[src/rtl/irqc_pkg.sv]
// Package: shared constants and types for the interrupt controller core.
// Assumes a 10-bit byte-offset register bus with 32-bit words.
package irqc_pkg;

    // Register selected by a bus access
    typedef enum logic [2:0] {
        SEL_NONE   = 3'd0,
        SEL_EN_SET = 3'd1,
        SEL_EN_CLR = 3'd2,
        SEL_PD_SET = 3'd3,
        SEL_PD_CLR = 3'd4,
        SEL_PRIO   = 3'd5
    } reg_sel_e;

    // Word offsets (byte offset divided by four) of each register
    localparam int unsigned WORD_EN_SET = 32'h000;
    localparam int unsigned WORD_EN_CLR = 32'h020;
    localparam int unsigned WORD_PD_SET = 32'h040;
    localparam int unsigned WORD_PD_CLR = 32'h060;
    localparam int unsigned WORD_PRIO0  = 32'h0C0;

    // Lines per priority word and width of one byte lane
    localparam int unsigned LANES_PER_WORD = 4;
    localparam int unsigned LANE_W         = 8;

endpackage

[src/rtl/irqc_decode.sv]
// Module: irqc_decode
// Turns a byte offset into a register select and a priority word index.
// Assumes word-aligned accesses; the two low address bits are ignored.
module irqc_decode
    import irqc_pkg::*;
#(
    parameter int unsigned ADDR_W     = 10,
    parameter int unsigned PRIO_WORDS = 8,
    localparam int unsigned PIDX_W    = (PRIO_WORDS > 1) ? $clog2(PRIO_WORDS) : 1
) (
    input  logic [ADDR_W-1:0] addr,
    output reg_sel_e          sel,
    output logic [PIDX_W-1:0] prio_idx
);
    localparam int unsigned WORD_W = ADDR_W - 2;

    logic [WORD_W-1:0] word;
    logic [WORD_W-1:0] prio_off;
    logic              unused_low_bits;

    assign word            = addr[ADDR_W-1:2];
    assign unused_low_bits = ^addr[1:0];
    assign prio_off        = word - WORD_W'(WORD_PRIO0);
    assign prio_idx        = prio_off[PIDX_W-1:0];

    // Map the word offset onto one of the register aliases
    always_comb begin
        if (word == WORD_W'(WORD_EN_SET))      sel = SEL_EN_SET;
        else if (word == WORD_W'(WORD_EN_CLR)) sel = SEL_EN_CLR;
        else if (word == WORD_W'(WORD_PD_SET)) sel = SEL_PD_SET;
        else if (word == WORD_W'(WORD_PD_CLR)) sel = SEL_PD_CLR;
        else if (word >= WORD_W'(WORD_PRIO0) &&
                 word <  WORD_W'(WORD_PRIO0 + PRIO_WORDS)) sel = SEL_PRIO;
        else                                   sel = SEL_NONE;
    end

endmodule

[src/rtl/irqc_edge.sv]
// Module: irqc_edge
// Detects 0-to-1 transitions on each request line.
// Assumes the lines are already synchronous to clk.
module irqc_edge #(
    parameter int unsigned NUM_IRQ = 32
) (
    input  logic               clk,
    input  logic               rst_n,
    input  logic [NUM_IRQ-1:0] irq_in,
    output logic [NUM_IRQ-1:0] rise
);
    logic [NUM_IRQ-1:0] irq_q;

    // Remember the previous level of each line
    always_ff @(posedge clk) begin
        if (!rst_n) irq_q <= '0;
        else        irq_q <= irq_in;
    end

    assign rise = irq_in & ~irq_q;

endmodule

[src/rtl/irqc_state.sv]
// Module: irqc_state
// Holds the enable, pending and priority state and serves the register bus.
// Assumes one access per cycle and no wait states. Clears beat sets on pending bits.
module irqc_state
    import irqc_pkg::*;
#(
    parameter int unsigned NUM_IRQ    = 32,
    parameter int unsigned PRIO_W     = 2,
    parameter int unsigned DATA_W     = 32,
    parameter int unsigned PRIO_WORDS = (NUM_IRQ + 3) / 4,
    localparam int unsigned PIDX_W    = (PRIO_WORDS > 1) ? $clog2(PRIO_WORDS) : 1
) (
    input  logic                      clk,
    input  logic                      rst_n,
    input  logic                      wr_en,
    input  reg_sel_e                  sel,
    input  logic [PIDX_W-1:0]         prio_idx,
    input  logic [DATA_W-1:0]         wdata,
    input  logic [NUM_IRQ-1:0]        hw_set,
    input  logic [NUM_IRQ-1:0]        hw_clr,
    output logic [DATA_W-1:0]         rdata,
    output logic [NUM_IRQ-1:0]        en_vec,
    output logic [NUM_IRQ-1:0]        pend_vec,
    output logic [NUM_IRQ*PRIO_W-1:0] prio_flat
);
    logic [NUM_IRQ-1:0] en_q;
    logic [NUM_IRQ-1:0] pend_q;
    logic [PRIO_W-1:0]  prio_q [NUM_IRQ];
    logic [NUM_IRQ-1:0] en_set, en_clr, pd_set, pd_clr;
    logic [NUM_IRQ-1:0] pd_clr_all, pd_set_all;
    logic               prio_wr;
    logic [DATA_W-1:0]  prio_word;

    // Per-bit masks for each alias write
    assign en_set  = (wr_en && sel == SEL_EN_SET) ? wdata[NUM_IRQ-1:0] : '0;
    assign en_clr  = (wr_en && sel == SEL_EN_CLR) ? wdata[NUM_IRQ-1:0] : '0;
    assign pd_set  = (wr_en && sel == SEL_PD_SET) ? wdata[NUM_IRQ-1:0] : '0;
    assign pd_clr  = (wr_en && sel == SEL_PD_CLR) ? wdata[NUM_IRQ-1:0] : '0;
    assign prio_wr = wr_en && sel == SEL_PRIO;

    assign pd_set_all = pd_set | hw_set;
    assign pd_clr_all = pd_clr | hw_clr;

    // Enable vector: set and clear aliases
    always_ff @(posedge clk) begin
        if (!rst_n) en_q <= '0;
        else        en_q <= (en_q | en_set) & ~en_clr;
    end

    // Pending vector: clears take precedence over sets in the same cycle
    always_ff @(posedge clk) begin
        if (!rst_n) pend_q <= '0;
        else        pend_q <= (pend_q | pd_set_all) & ~pd_clr_all;
    end

    // Priority fields: line i lives in the top bits of lane i%4 of word i/4
    for (genvar i = 0; i < NUM_IRQ; i++) begin : g_prio
        localparam int unsigned TOP = (i % LANES_PER_WORD) * LANE_W + LANE_W - 1;
        always_ff @(posedge clk) begin
            if (!rst_n)
                prio_q[i] <= '0;
            else if (prio_wr && prio_idx == PIDX_W'(i / LANES_PER_WORD))
                prio_q[i] <= wdata[TOP -: PRIO_W];
        end
        assign prio_flat[i*PRIO_W +: PRIO_W] = prio_q[i];
    end

    // Assemble the selected priority word; unused bits read zero
    always_comb begin
        prio_word = '0;
        for (int n = 0; n < int'(LANES_PER_WORD); n++) begin
            if (int'(prio_idx) * int'(LANES_PER_WORD) + n < int'(NUM_IRQ))
                prio_word[n*LANE_W + LANE_W - 1 -: PRIO_W] =
                    prio_q[int'(prio_idx) * int'(LANES_PER_WORD) + n];
        end
    end

    // Read multiplexer: both aliases of a vector return its current value
    always_comb begin
        rdata = '0;
        case (sel)
            SEL_EN_SET, SEL_EN_CLR: rdata[NUM_IRQ-1:0] = en_q;
            SEL_PD_SET, SEL_PD_CLR: rdata[NUM_IRQ-1:0] = pend_q;
            SEL_PRIO:               rdata = prio_word;
            default:                rdata = '0;
        endcase
    end

    assign en_vec   = en_q;
    assign pend_vec = pend_q;


    en_set_takes_chk: assert property (@(posedge clk) disable iff (!rst_n)
        (|en_set) |=> ((en_q & $past(en_set)) == $past(en_set)));


    en_clr_takes_chk: assert property (@(posedge clk) disable iff (!rst_n)
        (|en_clr) |=> ((en_q & $past(en_clr)) == '0));


    pend_clr_wins_chk: assert property (@(posedge clk) disable iff (!rst_n)
        (|pd_clr_all) |=> ((pend_q & $past(pd_clr_all)) == '0));


    pend_set_takes_chk: assert property (@(posedge clk) disable iff (!rst_n)
        (|(pd_set_all & ~pd_clr_all)) |=>
        ((pend_q & $past(pd_set_all & ~pd_clr_all)) == $past(pd_set_all & ~pd_clr_all)));

endmodule

[src/rtl/irqc_arbiter.sv]
// Module: irqc_arbiter
// Picks the active line with the lowest priority value, lowest index on ties.
// Assumes active = enabled AND pending; purely combinational.
module irqc_arbiter #(
    parameter int unsigned NUM_IRQ = 32,
    parameter int unsigned PRIO_W  = 2,
    localparam int unsigned IDX_W  = (NUM_IRQ > 1) ? $clog2(NUM_IRQ) : 1
) (
    input  logic [NUM_IRQ-1:0]        active,
    input  logic [NUM_IRQ*PRIO_W-1:0] prio_flat,
    output logic                      any,
    output logic [IDX_W-1:0]          win_idx
);
    logic [PRIO_W-1:0] best_prio;

    // Linear scan; strict compare keeps the lowest index among equals
    always_comb begin
        any       = 1'b0;
        win_idx   = '0;
        best_prio = '1;
        for (int i = 0; i < int'(NUM_IRQ); i++) begin
            if (active[i] && (!any || prio_flat[i*PRIO_W +: PRIO_W] < best_prio)) begin
                any       = 1'b1;
                win_idx   = IDX_W'(i);
                best_prio = prio_flat[i*PRIO_W +: PRIO_W];
            end
        end
    end

endmodule

[src/rtl/irqc_core.sv]
// Module: irqc_core
// Top level: register bus, edge capture, state and winner selection.
// Assumes synchronous request lines and a single-cycle acknowledge pulse.
module irqc_core
    import irqc_pkg::*;
#(
    parameter int unsigned NUM_IRQ  = 32,
    parameter int unsigned PRIO_W   = 2,
    parameter int unsigned ADDR_W   = 10,
    parameter int unsigned DATA_W   = 32,
    parameter int unsigned VEC_W    = 8,
    parameter int unsigned VEC_BASE = 16
) (
    input  logic              clk,
    input  logic              rst_n,
    input  logic              bus_en,
    input  logic              bus_we,
    input  logic [ADDR_W-1:0] bus_addr,
    input  logic [DATA_W-1:0] bus_wdata,
    output logic [DATA_W-1:0] bus_rdata,
    input  logic [NUM_IRQ-1:0] irq_in,
    input  logic              core_ack,
    output logic              core_req,
    output logic [VEC_W-1:0]  core_vector
);
    localparam int unsigned PRIO_WORDS = (NUM_IRQ + LANES_PER_WORD - 1) / LANES_PER_WORD;
    localparam int unsigned PIDX_W     = (PRIO_WORDS > 1) ? $clog2(PRIO_WORDS) : 1;
    localparam int unsigned IDX_W      = (NUM_IRQ > 1) ? $clog2(NUM_IRQ) : 1;

    reg_sel_e                  sel;
    logic [PIDX_W-1:0]         prio_idx;
    logic [NUM_IRQ-1:0]        rise;
    logic [NUM_IRQ-1:0]        ack_clr;
    logic [NUM_IRQ-1:0]        en_vec, pend_vec;
    logic [NUM_IRQ*PRIO_W-1:0] prio_flat;
    logic [DATA_W-1:0]         rd_raw;
    logic                      any;
    logic [IDX_W-1:0]          win_idx;

    irqc_decode #(.ADDR_W(ADDR_W), .PRIO_WORDS(PRIO_WORDS)) u_decode (
        .addr(bus_addr), .sel(sel), .prio_idx(prio_idx)
    );

    irqc_edge #(.NUM_IRQ(NUM_IRQ)) u_edge (
        .clk(clk), .rst_n(rst_n), .irq_in(irq_in), .rise(rise)
    );

    irqc_state #(.NUM_IRQ(NUM_IRQ), .PRIO_W(PRIO_W), .DATA_W(DATA_W),
                 .PRIO_WORDS(PRIO_WORDS)) u_state (
        .clk(clk), .rst_n(rst_n), .wr_en(bus_en && bus_we), .sel(sel),
        .prio_idx(prio_idx), .wdata(bus_wdata), .hw_set(rise), .hw_clr(ack_clr),
        .rdata(rd_raw), .en_vec(en_vec), .pend_vec(pend_vec), .prio_flat(prio_flat)
    );

    irqc_arbiter #(.NUM_IRQ(NUM_IRQ), .PRIO_W(PRIO_W)) u_arb (
        .active(en_vec & pend_vec), .prio_flat(prio_flat), .any(any), .win_idx(win_idx)
    );

    // Acknowledge retires only the line currently reported
    always_comb begin
        ack_clr = '0;
        if (core_ack && any) ack_clr[win_idx] = 1'b1;
    end

    // Present read data only during a read access
    assign bus_rdata   = (bus_en && !bus_we) ? rd_raw : '0;
    assign core_req    = any;
    assign core_vector = any ? (VEC_W'(VEC_BASE) + VEC_W'(win_idx)) : '0;


    req_backed_chk: assert property (@(posedge clk) disable iff (!rst_n)
        core_req |-> (en_vec[win_idx] && pend_vec[win_idx]));


    ack_retires_chk: assert property (@(posedge clk) disable iff (!rst_n)
        (core_ack && core_req) |=> !pend_vec[$past(win_idx)]);

endmodule

[config.mk]
export PLATFORM = sky130hd
export DESIGN_NAME = irqc_core
export DESIGN_NICKNAME = d
export VERILOG_FILES = /design/src/rtl/irqc_pkg.sv /design/src/rtl/irqc_decode.sv /design/src/rtl/irqc_edge.sv /design/src/rtl/irqc_state.sv /design/src/rtl/irqc_arbiter.sv /design/src/rtl/irqc_core.sv
export SDC_FILE = /design/constraint.sdc
export NUM_CORES = 1
export LEC_CHECK = 0
export ABC_AREA = 1
export BUFFER_PORTS_ARGS = -buffer_cell sky130_fd_sc_hd__buf_2
export CAP_MARGIN = 20
export CORE_ASPECT_RATIO = 0.7
export CORE_UTILIZATION = 65
export CTS_CLUSTER_DIAMETER = 60
export DETAILED_ROUTE_END_ITERATION = 7
export PLACE_DENSITY = 0.87
export SYNTH_ARGS = -nofsm -noshare
export SYNTH_HDL_FRONTEND = slang
export SYNTH_HIERARCHICAL = 1
export SYNTH_SLANG_ARGS = --single-unit
[constraint.sdc]
create_clock -name clk -period 33.1 [get_ports clk]
set_input_delay 6.62 -clock clk [delete_from_list [all_inputs] [get_ports clk]]
set_output_delay 6.62 -clock clk [all_outputs]
set_load 0.01 [all_outputs]
# Word level (Yosys, flattened, before mapping)
# Memory sizes are Yosys's and may differ from the RTL's.
# Index checks and enable logic that the tools add are counted.
# totals
regBits	96
ramBits	64
input_bits	79
out_inout_bits	41
elab_cells	392
mem_count	1
# classes
addsub	5
magnitude_cmp	39
n_eq_ne	15
muxes	170
bitwise_logic	43
reduce_logical	116
# mem_list
memory	words	width	read_ports	rd_clocked_by_memory_dff	write_ports	line	text
u_state.prio_q	32	2	36	0	32	irqc_state.sv:28	logic [PRIO_W-1:0] prio_q [NUM_IRQ];
# ops
cell	n
32-bit two-way mux	6
2-bit two-way mux	69
32-bit bitwise AND	4
32-bit bitwise OR	4
32-bit by 7-bit less-than comparator with 1-bit output, second input constant	3
32-bit NOT	3
32-bit one-hot mux with 3 select lines	1
5-bit two-way mux	16
2-bit less-than comparator	31
1-bit two-way mux	59
1-bit logical AND	49
1-bit zero test	32
4-bit two-way mux	8
1-bit bitwise OR	32
1-bit logical OR	31
3-bit two-way mux	9
3-bit equality test, second input constant	6
8-bit by 7-bit equality test with 1-bit output, second input constant	2
5-bit by 2-bit adder with 6-bit output, second input constant	2
3-bit by 2-bit equality test with 1-bit output, second input constant	4
5-bit by 6-bit less-than comparator with 1-bit output, second input constant	2
8-bit by 6-bit equality test with 1-bit output, second input constant	1
8-bit greater-or-equal comparator, second input constant	1
8-bit zero test	1
other kinds (10)	12

# Depth between registers and ports, before layout
# Gate-level depths: netlist (run 1).
# logic_depth
depth_word	134
ltp_mapped	194
mapped_depth_nobuf	194

# Modules after synthesis
# The synthesis (run 1) kept the hierarchy.
# modules_own_cells
mod	instances	cells_per_inst	area_each_um2
irqc_state	1	884	6635.1
irqc_arbiter	1	649	2840.2
irqc_edge	1	163	1154.9
irqc_core	1	202	798.3
irqc_decode	1	31	156.4

# Least setup slack after synthesis (run 1)
# No wires, ideal clock.
# synth_timing
path_type	reg-to-output
from	register u_state.pend_q[0] (netlist: u_state/pend_vec[0])
to	output port core_vector[4]
t_arrival_ns	13.474
setup_slack_ns	13.006
path_stages_with_launch	189
path_cell_list	dfxtp_1 -> nand2_1 -> inv_1 -> nand2_1 -> nand2_1 -> nand2_2 -> nand2_1 -> nand2_1 -> nand2_1 -> nand2_1 -> nand2_2 -> nand2_2 -> nand2_1 -> nand2_1 -> nor2_1 -> nand2_1 -> nand2_2 -> nand2_2 -> (+153 left out) -> nand2_1 -> nand2_2 -> nand2_2 -> o21ai_0 -> ha_1 -> nand2_1 -> nand2_1 -> nand2_2 -> nand2_2 -> nand2_1 -> o21ai_0 -> ha_1 -> nand2_1 -> nand2_1 -> nand2_1 -> nand2_2 -> nand2_1 -> nor2_1
# synth_between
elab_chain_cells	128
word_cells_on_any_way	221
cone_classes	1 x add/sub; 31 x order compare; 95 x mux; 1 x bitwise; 93 x reduce/logical
# synth_rtl
element	line	text
start: declaration	irqc_state.sv:27	logic [NUM_IRQ-1:0] pend_q;
start signal: assignment	irqc_state.sv:53	else pend_q <= (pend_q | pd_set_all) & ~pd_clr_all;
32-bit bitwise AND *	irqc_core.sv:56	.active(en_vec & pend_vec), .prio_flat(prio_flat), .any(any), .win_idx(win_idx)
2-bit two-way mux / 1-bit two-way mux (equally long branches)	irqc_arbiter.sv:22	if (active[i] && (!any || prio_flat[i*PRIO_W +: PRIO_W] < best_prio)) begin
2-bit less-than comparator / 1-bit zero test (equally long branches)	irqc_arbiter.sv:22	
1-bit logical OR	irqc_arbiter.sv:22	
1-bit logical AND	irqc_arbiter.sv:22	
2-bit two-way mux / 1-bit two-way mux (equally long branches)	irqc_arbiter.sv:22	
2-bit less-than comparator / 1-bit zero test (equally long branches)	irqc_arbiter.sv:22	
1-bit logical OR	irqc_arbiter.sv:22	
(+113 left out)	-	
2-bit two-way mux / 1-bit two-way mux (equally long branches)	irqc_arbiter.sv:22	
2-bit less-than comparator / 1-bit zero test (equally long branches)	irqc_arbiter.sv:22	
1-bit logical OR	irqc_arbiter.sv:22	
1-bit logical AND	irqc_arbiter.sv:22	
5-bit two-way mux *	irqc_arbiter.sv:22	
named net win_idx[4]	irqc_core.sv:38	logic [IDX_W-1:0] win_idx;
5-bit by 5-bit adder with 6-bit output *	irqc_core.sv:68	assign core_vector = any ? (VEC_W'(VEC_BASE) + VEC_W'(win_idx)) : '0;
6-bit two-way mux *	irqc_core.sv:68	
end: declaration	irqc_core.sv:24	output logic [VEC_W-1:0] core_vector
# Mark *: on every way through the listed nets, which the timed path passes. The rest lies on a longest branch.

# Final worst setup path (run 1)
# layout_timing
from	register u_state.pend_q[0] (netlist: u_state/pend_vec[0])
to	output port core_vector[3]
# Same word-level chain as after synthesis.

==> run summary, run 1 <==
WHS Endpoint -> u_state/pend_vec[1]
Post-CTS Resized -> 0
Slew HR -> 0.271
Yosys warns -> 6
Register area share after synthesis -> 0.332
Sink Count -> 160
CTS tree -> yes
Initial Util -> 0.669
DRT Pass-1 Iters -> 8
Util after Layout -> 0.740
Post-CTS Hold Buffers -> 0
Gate Count Post-Synth -> 1929
Pwr dens -> 36.9 nW/um^2
DIE AREA -> 18400 sq um
CP Launch Type -> register
Hold path depth -> 3
Maxcap violations -> 0
FF-to-FF Start -> u_state/pend_vec[0]
Worst Hold Class -> reg -> reg
Mapped Area -> 11600 sq um
Core box area -> 17300 sq um
Synth Flop Type -> dfxtp_1
Final setup viols -> 0
Final Cell Area -> 12800 sq um
Setup Crit Path Kind -> reg -> out
Critical path data required time -> 26480 ps
Commonest non-fill, non-tap cell in the layout -> nand2_1
Peak supply drop -> 0.0335 mV
Standard-cell rows -> 40
Via/cell ratio -> 5.70
Diode count -> 0
#FFs+latches synth -> 160
CP Max Fanout -> 7
Netlist cell types -> 37
Post-route clock period utilization -> 0.716
Violated checks -> DRC
CTS buffer count -> 17
Hold Slack -> 525 ps
Layout Nets -> 2084
Hold Crit Start -> u_edge/irq_q[1]
Post-CTS repair timing setup buffer count -> 0
Crit-path slowest cell -> dfxtp_1
CTS clk-pin slew, worst paths -> 80 ps
Overall routing resource usage -> 0.380
Wirelength per Cell -> 15.3 microns
Largest net degree at the start of global routing -> 78
Most frequent cells in the layout -> nand2_1 (507), inv_1 (349), nor2_1 (319)
Boundary Pins -> 120
DR DRC count -> 6
R2R Setup Slk -> 15730 ps
GR Overflow Total -> 0
Critical Path Most Common Cell -> nand2_1
FMAX -> 42.2 MHz
Worst clock skew -> 14.6 ps
Area leader, netlist -> dfxtp_1
Reg2Reg Capture Point -> u_state/pend_vec[3]
Final ANT Viol Nets -> 0
Initial antenna violation count -> 0
Post-Route WL -> 34500 microns
Delay of the slowest critical-path stage -> 370 ps
EDFF count, synth -> 64
Die Ht -> 114 microns
First-pass GRT wire length -> 55100 microns
LEAKAGE -> 7.11 nW
Outcome -> finished, violations left
Share of cells above drive strength 1 -> 0.123
Fin crit period -> 23710 ps
Clock Tree Buf Depth -> 2
R2R cell count -> 188
Total Negative Setup Slacks -> 0 ps
CP Data Arrival Time -> 17090 ps
CTS H-tree lvls -> 4
Die width -> 162 microns
Area delta synth->final -> 10.6%
Post-synth ARST share -> 0
Top post-synthesis cells by area -> dfxtp_1 (17%), edfxtp_1 (17%), nand2_1 (16%)
Placed Area -> 12200 sq um
CP Capture Type -> output pin
IO Port Bufs -> 115
Clock Latency Late Sink -> 440 ps
Vias in the first global route -> 11400
Mean Syn Cell Area -> 6.01 sq um
Unrepaired setup endpoints after global routing -> no
1st-iter DRT viols -> 1772
Final Hold Viols -> 0
Worst slew pin tran -> 1090 ps
Vias -> 12800
Root buf cell -> clkbuf_16
Post-DP HPWL -> 24700 microns
Post-synth top area share -> 0.166
Routability cong. -> 0.967
Max-slew violations -> 0
synthesized netlist by cell type, types with 2 or more instances:
master	count
a21oi_1	43
a31oi_1	3
a41oi_1	2
buf_1	19
buf_2	17
buf_4	6
buf_6	4
clkbuf_1	23
clkinv_1	9
dfxtp_1	96
edfxtp_1	64
ha_1	2
inv_1	350
inv_2	8
nand2_1	507
nand2_2	67
nand3_1	198
nand3b_1	32
nand4_1	74
nand4_4	2
nor2_1	320
nor2_2	2
nor2_4	4
nor3_1	2
nor4b_1	2
o21ai_0	45
o21ai_1	10
o21bai_1	8
or2_2	2
logic make-up after synthesis:
kind of cell | count (synthesis) | synth area share
fa+ha+maj | 2 | 0.00216
other cells | 1 | 0.000324
flops | 160 | 0.332
buf+inv | 437 | 0.148
compound gates | 115 | 0.0534
simple gates | 1214 | 0.464
metrics by stage:
stage               std cells  setup slack (ps)  power [W]
CTS                      2246              9760   0.000472
global placement         2214             10840   0.000275
detailed placement       2214             10330   0.000277
floorplan                1930             13010   0.000258
finish                   2247              9390   0.000473
global route             2247              7080   0.000489
where the power goes:
| part | total (W) | leakage (nW) | switching [W] | internal, W |
|---|---|---|---|---|
| Sequential | 0.000222 | 1.40 | 0.00000779 | 0.000214 |
| Clock | 0.000198 | 0.296 | 0.0000946 | 0.000104 |
| Combinational | 0.0000529 | 5.41 | 0.0000368 | 0.0000161 |
| Total | 0.000473 | 7.11 | 0.000139 | 0.000334 |
per-layer routing:
metal  track usage  up-vias  share of wire  wire length [microns]
met1         0.509     5737           0.40                  13800
li1              -     6125              -                      -
met4         0.156        0          0.037                   1290
met5             0        -              0                      0
met2         0.607      823           0.44                  15100
met3        0.0720      113           0.13                   4330
final cells by class:
class                   count  area, sq um
clock buffers              18          439
repair buffers            123          651
clock inverters            14          165
inverters                 368         1380
fillers                  1471         4500
multi-input cells        1333         6050
well taps                 231          289
flip-flops and latches    160         3840
state kept, by name, indices dropped and copies added (netlist names):
signal / cells
u_edge/irq_q: 32
u_state/pend_vec: 32
u_state/prio_q: 64
u_state/en_vec: 32
critical path: cells and delay by family, from the launching register on:
family,cells,cell delay [ps]
buffers and inverters,5,560
AND/OR/NAND/NOR,175,14400
adder cells (fa/ha/maj),2,560
flip-flops,1,370
AO/OA/AOI/OAI,4,730
worst max-delay path by stage:
stage               depth (start not counted)                start             end  slack [ps]
floorplan                                 188  u_state/pend_vec[0]  core_vector[4]       13010
global placement                          190  u_state/pend_vec[0]  core_vector[5]       10840
detailed placement                        185  u_state/pend_vec[0]  core_vector[5]       10330
CTS                                       185  u_state/pend_vec[0]  core_vector[5]        9760
global route                              185  u_state/pend_vec[0]  core_vector[4]        7080
finish                                    186  u_state/pend_vec[0]  core_vector[3]        9390
Power figures use the tool's default switching activity.
==> run 2: changes to the inputs <==
CORE_UTILIZATION = 55   (was 65)
PLACE_DENSITY = 0.78   (was 0.87)
clock period = 20.7 ns   (was 33.1 ns; I/O delays follow)
==> run 2 against run 1 <==
  * The run ends with setup timing left
  * Setup slack worse by 9600 ps
  * Wire length is 9.4% higher
  * Clock skew shrank 1.0 ps
  * Via count increased by 1.8%
  * Utilization is 6.2 points lower
  * First-iteration DRC count down 7.4%
  * Sequential power up 60%
  * Total power grew 62%
  * Cell count grew 4.5%
  * Worst hold slack hardly changed
  * Sequential share of layout area shrank 2.6 points
  * Flip-flop and latch count stayed put
==> run summary, run 2 (same netlist as run 1, synthesis figures left out) <==
Post-Route WL -> 37700 microns
Core box area -> 20700 sq um
Final ANT Viol Nets -> 0
DIE AREA -> 21700 sq um
Commonest non-fill, non-tap cell in the layout -> nand2_1
Post-DP HPWL -> 25500 microns
Routed wl met2 -> 16900 microns
Max-slew violations -> 0
1st-iter DRT viols -> 1641
Peak supply drop -> 0.0464 mV
Worst clock skew -> 13.6 ps
Via/cell ratio -> 5.55
Post-place setup slack -> 388 ps
Met3 WL -> 4490 microns
Maxcap violations -> 0
Crit-path slowest cell -> edfxtp_1
Setup ws final -> -212 ps
Unrepaired setup endpoints after global routing -> yes
Boundary Pins -> 120
Die Ht -> 123 microns
Final Hold Viols -> 0
Initial antenna violation count -> 0
Placed cells -> 2257
Clock Latency Late Sink -> 440 ps
Sink Count -> 160
Initial Util -> 0.560
Share of cells above drive strength 1 -> 0.216
Clock Tree Buf Depth -> 2
Util after Layout -> 0.678
Post-Layout Cell Count -> 2347
Wirelength per Cell -> 16.1 microns
DR DRC count -> 0
Critical path data required time -> 16560 ps
Die width -> 175 microns
WL met1 -> 15100 microns
Top routing layer used -> met4
Slew HR -> 0.282
Vias in the first global route -> 11400
CTS tree -> yes
Pwr dens -> 54.5 nW/um^2
Vias -> 13000
Largest net degree at the start of global routing -> 68
Top reg by flops -> u_state/prio_q
CTS clk-pin slew, worst paths -> 80 ps
IO Port Bufs -> 115
Max FFs per register -> 64
Fin crit period -> 20910 ps
First-pass GRT wire length -> 55400 microns
CP Data Arrival Time -> 16770 ps
FMAX -> 47.8 MHz
Worst Hold Class -> reg -> reg
CP Launch Type -> register
Setup Crit Path Kind -> reg -> out
Delay of the slowest critical-path stage -> 460 ps
GR Overflow Total -> 0
CP Max Fanout -> 6
LEAKAGE -> 7.48 nW
Final setup viols -> 6
Standard-cell rows -> 44
Layout Nets -> 2139
Post-route clock period utilization -> 1.01
Outcome -> finished, violations left
DRT Pass-1 Iters -> 6
Worst slew pin tran -> 1070 ps
CP Capture Type -> output pin
Critical Path Most Common Cell -> nand2_2
Post-CTS Hold Buffers -> 0
Routability cong. -> 0.985
Root buf cell -> clkbuf_16
Area delta synth->final -> 21.1%
Overall routing resource usage -> 0.330
Violated checks -> setup timing
Diode count -> 0
Most frequent cells in the layout -> nand2_1 (407), inv_1 (342), nor2_1 (303)
CTS H-tree lvls -> 4
CTS buffer count -> 17
## run 2: where the power goes
| part | leakage [nW] | switching (W) | internal (W) |
|---|---|---|---|
| Combinational | 5.80 | 0.0000632 | 0.0000293 |
| Sequential | 1.40 | 0.0000133 | 0.000342 |
| Clock | 0.287 | 0.000155 | 0.000162 |
| Total | 7.48 | 0.000232 | 0.000534 |
## run 2: critical path, delay by kind of cell (launching register included)
kind	cells	cell delay (ps)
buf+inv	4	360
flops	1	460
simple gates	177	14840
fa+ha+maj	2	570
compound gates	2	110
## run 2: per-layer routing
metal | vias up | GRT usage
met5 | - | 0
met4 | 0 | 0.118
met3 | 105 | 0.0753
met2 | 748 | 0.524
met1 | 5924 | 0.441
li1 | 6246 | -
## run 2: cell type report
type                       count  area [sq um]
clock buffer                  17           425
clock inverter                15           166
fill                        1841          6670
inverter                     368          1390
multi-input combinational   1333          6780
sequential                   160          3850
tap                          276           345
timing repair buffer         178          1070
## run 2: worst paths after layout
kind                   startpoint                  end  slack, ps  cells after the start
max          u_state/prio_q[1][1]       core_vector[1]       -210                    185
min           u_state/pend_vec[1]  u_state/pend_vec[1]        520                      2
max reg2reg  u_state/prio_q[1][1]  u_state/pend_vec[2]       3630                    188
min reg2reg   u_state/pend_vec[1]  u_state/pend_vec[1]        520                      2
## run 2: repair_timing
| item | in CTS | in global routing |
|---|---|---|
| setup buffers | 0 | 57 |
| pin swaps | 0 | 107 |
| setup endpoints to repair | 5 | 6 |
| gates resized for setup | 6 | 210 |
## run 2: metrics by stage
step	TNS, ps	hold WS, ps	area [sq um]	power (W)
2_1_floorplan	0	498	11600	0.000413
3_3_place_gp	0	510	12200	0.000441
3_5_place_dp	0	518	12200	0.000443
4_1_cts	0	528	12900	0.000754
5_1_grt	-9040	547	14000	0.000788
6_report	-1130	524	14000	0.000765
==> run 3: changes to the inputs <==
CELL_PAD_IN_SITES_DETAIL_PLACEMENT = 0   (was unset)
CELL_PAD_IN_SITES_GLOBAL_PLACEMENT = 2   (was unset)
CORE_UTILIZATION = 29   (was 55)
PLACE_DENSITY = unset   (was 0.78)
PLACE_DENSITY_LB_ADDON = 0.1   (was unset)
==> run 3 against run 2 <==
  * The flow now finishes without violations
  * Maximum frequency increased by 3.7%
  * Worst hold slack worse by 6.1 ps
  * Critical path depth up 1
  * Flip-flop and latch count is the same
  * Critical endpoint unchanged
  * Largest power group unchanged
==> run summary, run 3 (same netlist as run 1, synthesis figures left out) <==
LEAKAGE -> 7.56 nW
CTS buffer count -> 17
Core box area -> 38900 sq um
Routability cong. -> 0.819
Worst setup path startpoint -> u_state/pend_vec[1]
Most frequent cells in the layout -> nand2_1 (414), inv_1 (343), nor2_1 (303)
DIE AREA -> 40800 sq um
CP Launch Type -> register
Fin crit period -> 20170 ps
Standard-cell rows -> 60
Worst clock skew -> 12.6 ps
Diode count -> 0
FMAX -> 49.6 MHz
Top Family by Delay on Critical Path -> simple AND/OR/NAND/NOR gates
DRT Pass-1 Iters -> 5
IO Port Bufs -> 115
First-pass GRT wire length -> 65800 microns
Layout Nets -> 2161
Buf/Inv on CP -> 9
Worst slew pin tran -> 995 ps
Boundary Pins -> 120
Post-DP HPWL -> 32000 microns
DR DRC count -> 0
CP Max Fanout -> 5
FF-to-FF Start -> u_state/pend_vec[1]
CP Capture Type -> output pin
Commonest non-fill, non-tap cell in the layout -> nand2_1
Wirelength per Cell -> 16.6 microns
Final Cell Area -> 14400 sq um
Sequential cell area -> 3850 sq um
Setup Crit Path Kind -> reg -> out
Vias -> 12300
Flop pwr share -> 0.464
GR Layer Usage met3 -> 0.0285
Slew HR -> 0.336
Post-CTS Hold Buffers -> 0
Final setup viols -> 0
Overall routing resource usage -> 0.214
Die width -> 241 microns
CTS clk-pin slew, worst paths -> 70 ps
Largest net degree at the start of global routing -> 69
Share of cells above drive strength 1 -> 0.221
Area delta synth->final -> 24.3%
P_sw -> 0.000227 W
Final Hold Viols -> 0
Multi-input logic area -> 6680 sq um
Worst Hold Class -> reg -> reg
CTS tree -> yes
GR Overflow Total -> 0
1st-iter DRT viols -> 773
Root buf cell -> clkbuf_16
Internal -> 0.000540 W
Outcome -> finished clean
Grt peak-use layer -> met2
Sink Count -> 160
Crit-path slowest cell -> dfxtp_2
Clk pwr share -> 0.413
Via/cell ratio -> 4.71
Hold Slack -> 518 ps
Met2 Use GR -> 0.345
Initial antenna violation count -> 0
Post-Route WL -> 43500 microns
Critical path data required time -> 16560 ps
Final ANT Viol Nets -> 0
Critical Path Most Common Cell -> nand2_2
Max-slew violations -> 0
Post-route clock period utilization -> 0.975
Placed Area -> 12600 sq um
Vias in the first global route -> 11500
Max FFs per register -> 64
Clock Latency Late Sink -> 450 ps
Hold Crit Start -> u_edge/irq_q[1]
Top reg by flops -> u_state/prio_q
Maxcap violations -> 0
Peak supply drop -> 0.0597 mV
Met1 usage -> 0.304
Unrepaired setup endpoints after global routing -> yes
CP Data Arrival Time -> 16030 ps
Net Sw Frac -> 0.296
Initial Util -> 0.298
Fillers -> 4408
Comb pwr share -> 0.122
Die Ht -> 169 microns
Delay of the slowest critical-path stage -> 360 ps
CTS H-tree lvls -> 4
Pwr dens -> 53.2 nW/um^2
Clock Tree Buf Depth -> 2
## run 3: cell types whose count changed in the layout (fill, tap and decap cells not counted), moves of 4 or more
cell,previous run,this run
buf_4,62,82
buf_6,2,7
nand2_4,56,40
nand2_1,407,414
nand2_2,108,118
nand3_2,14,18
nand3_1,185,180
## run 3: final cells by class
cell class | count | share of cell area
Multi-Input combinational cell | 1333 | 0.464
Sequential cell | 160 | 0.267
Timing Repair Buffer | 200 | 0.0868
Clock buffer | 19 | 0.0322
Clock inverter | 13 | 0.00791
Inverter | 368 | 0.0963
Tap cell | 527 | 0.0458
## run 3: metrics by stage
step	TNS (ps)	cells	power [W]	setup slack [ps]	util
floorplan	0	1930	0.000413	3090	-
global placement	-113	2514	0.000450	-88.2	0.324
detailed placement	0	2514	0.000451	54.9	0.324
CTS	0	2554	0.000771	4.28	0.341
global route	-6080	2620	0.000804	-1020	0.370
finish	0	2620	0.000767	526	0.370
## run 3: path summary, 6_finish.rpt
path / end / slack [ps] / cells after the start
setup / recovery: core_vector[1] / 530 / 186
hold / removal: u_state/pend_vec[1] / 520 / 3
setup reg to reg: u_state/pend_vec[4] / 4170 / 186
hold reg to reg: u_state/pend_vec[1] / 520 / 3
## run 3: worst register-to-register path: cells and delay by family (launching register included)
kind | cells | cell delay (ps)
and+or+nand+nor | 169 | 14050
buffers and inverters | 12 | 1220
AOI/OAI and AO/OA | 4 | 500
DFF | 1 | 360
adders and majority gates | 1 | 290
## run 3: power by group through the flow
stage	clock network [W]	logic [W]	registers [W]
floorplan	0	0.0000565	0.000357
global route	0.000340	0.000105	0.000358
finish	0.000317	0.0000938	0.000356
detailed placement	0	0.0000878	0.000363
global placement	0	0.0000872	0.000363
CTS	0.000326	0.0000890	0.000356
## run 3: repair_timing
item / 4_1_cts / 5_1_grt
hold endpoints to repair: 0 / 0
gates resized for setup: 14 / 183
setup endpoints to repair: 6 / 6
setup buffers: 8 / 66
pin swaps: 6 / 101
## run 3: routing by layer
| layer | wire length (microns) | vias to the layer above |
|---|---|---|
| met5 | 0 | - |
| met3 | 1950 | 30 |
| met1 | 21300 | 5783 |
| li1 | - | 6287 |
| met2 | 19800 | 247 |
| met4 | 495 | 0 |
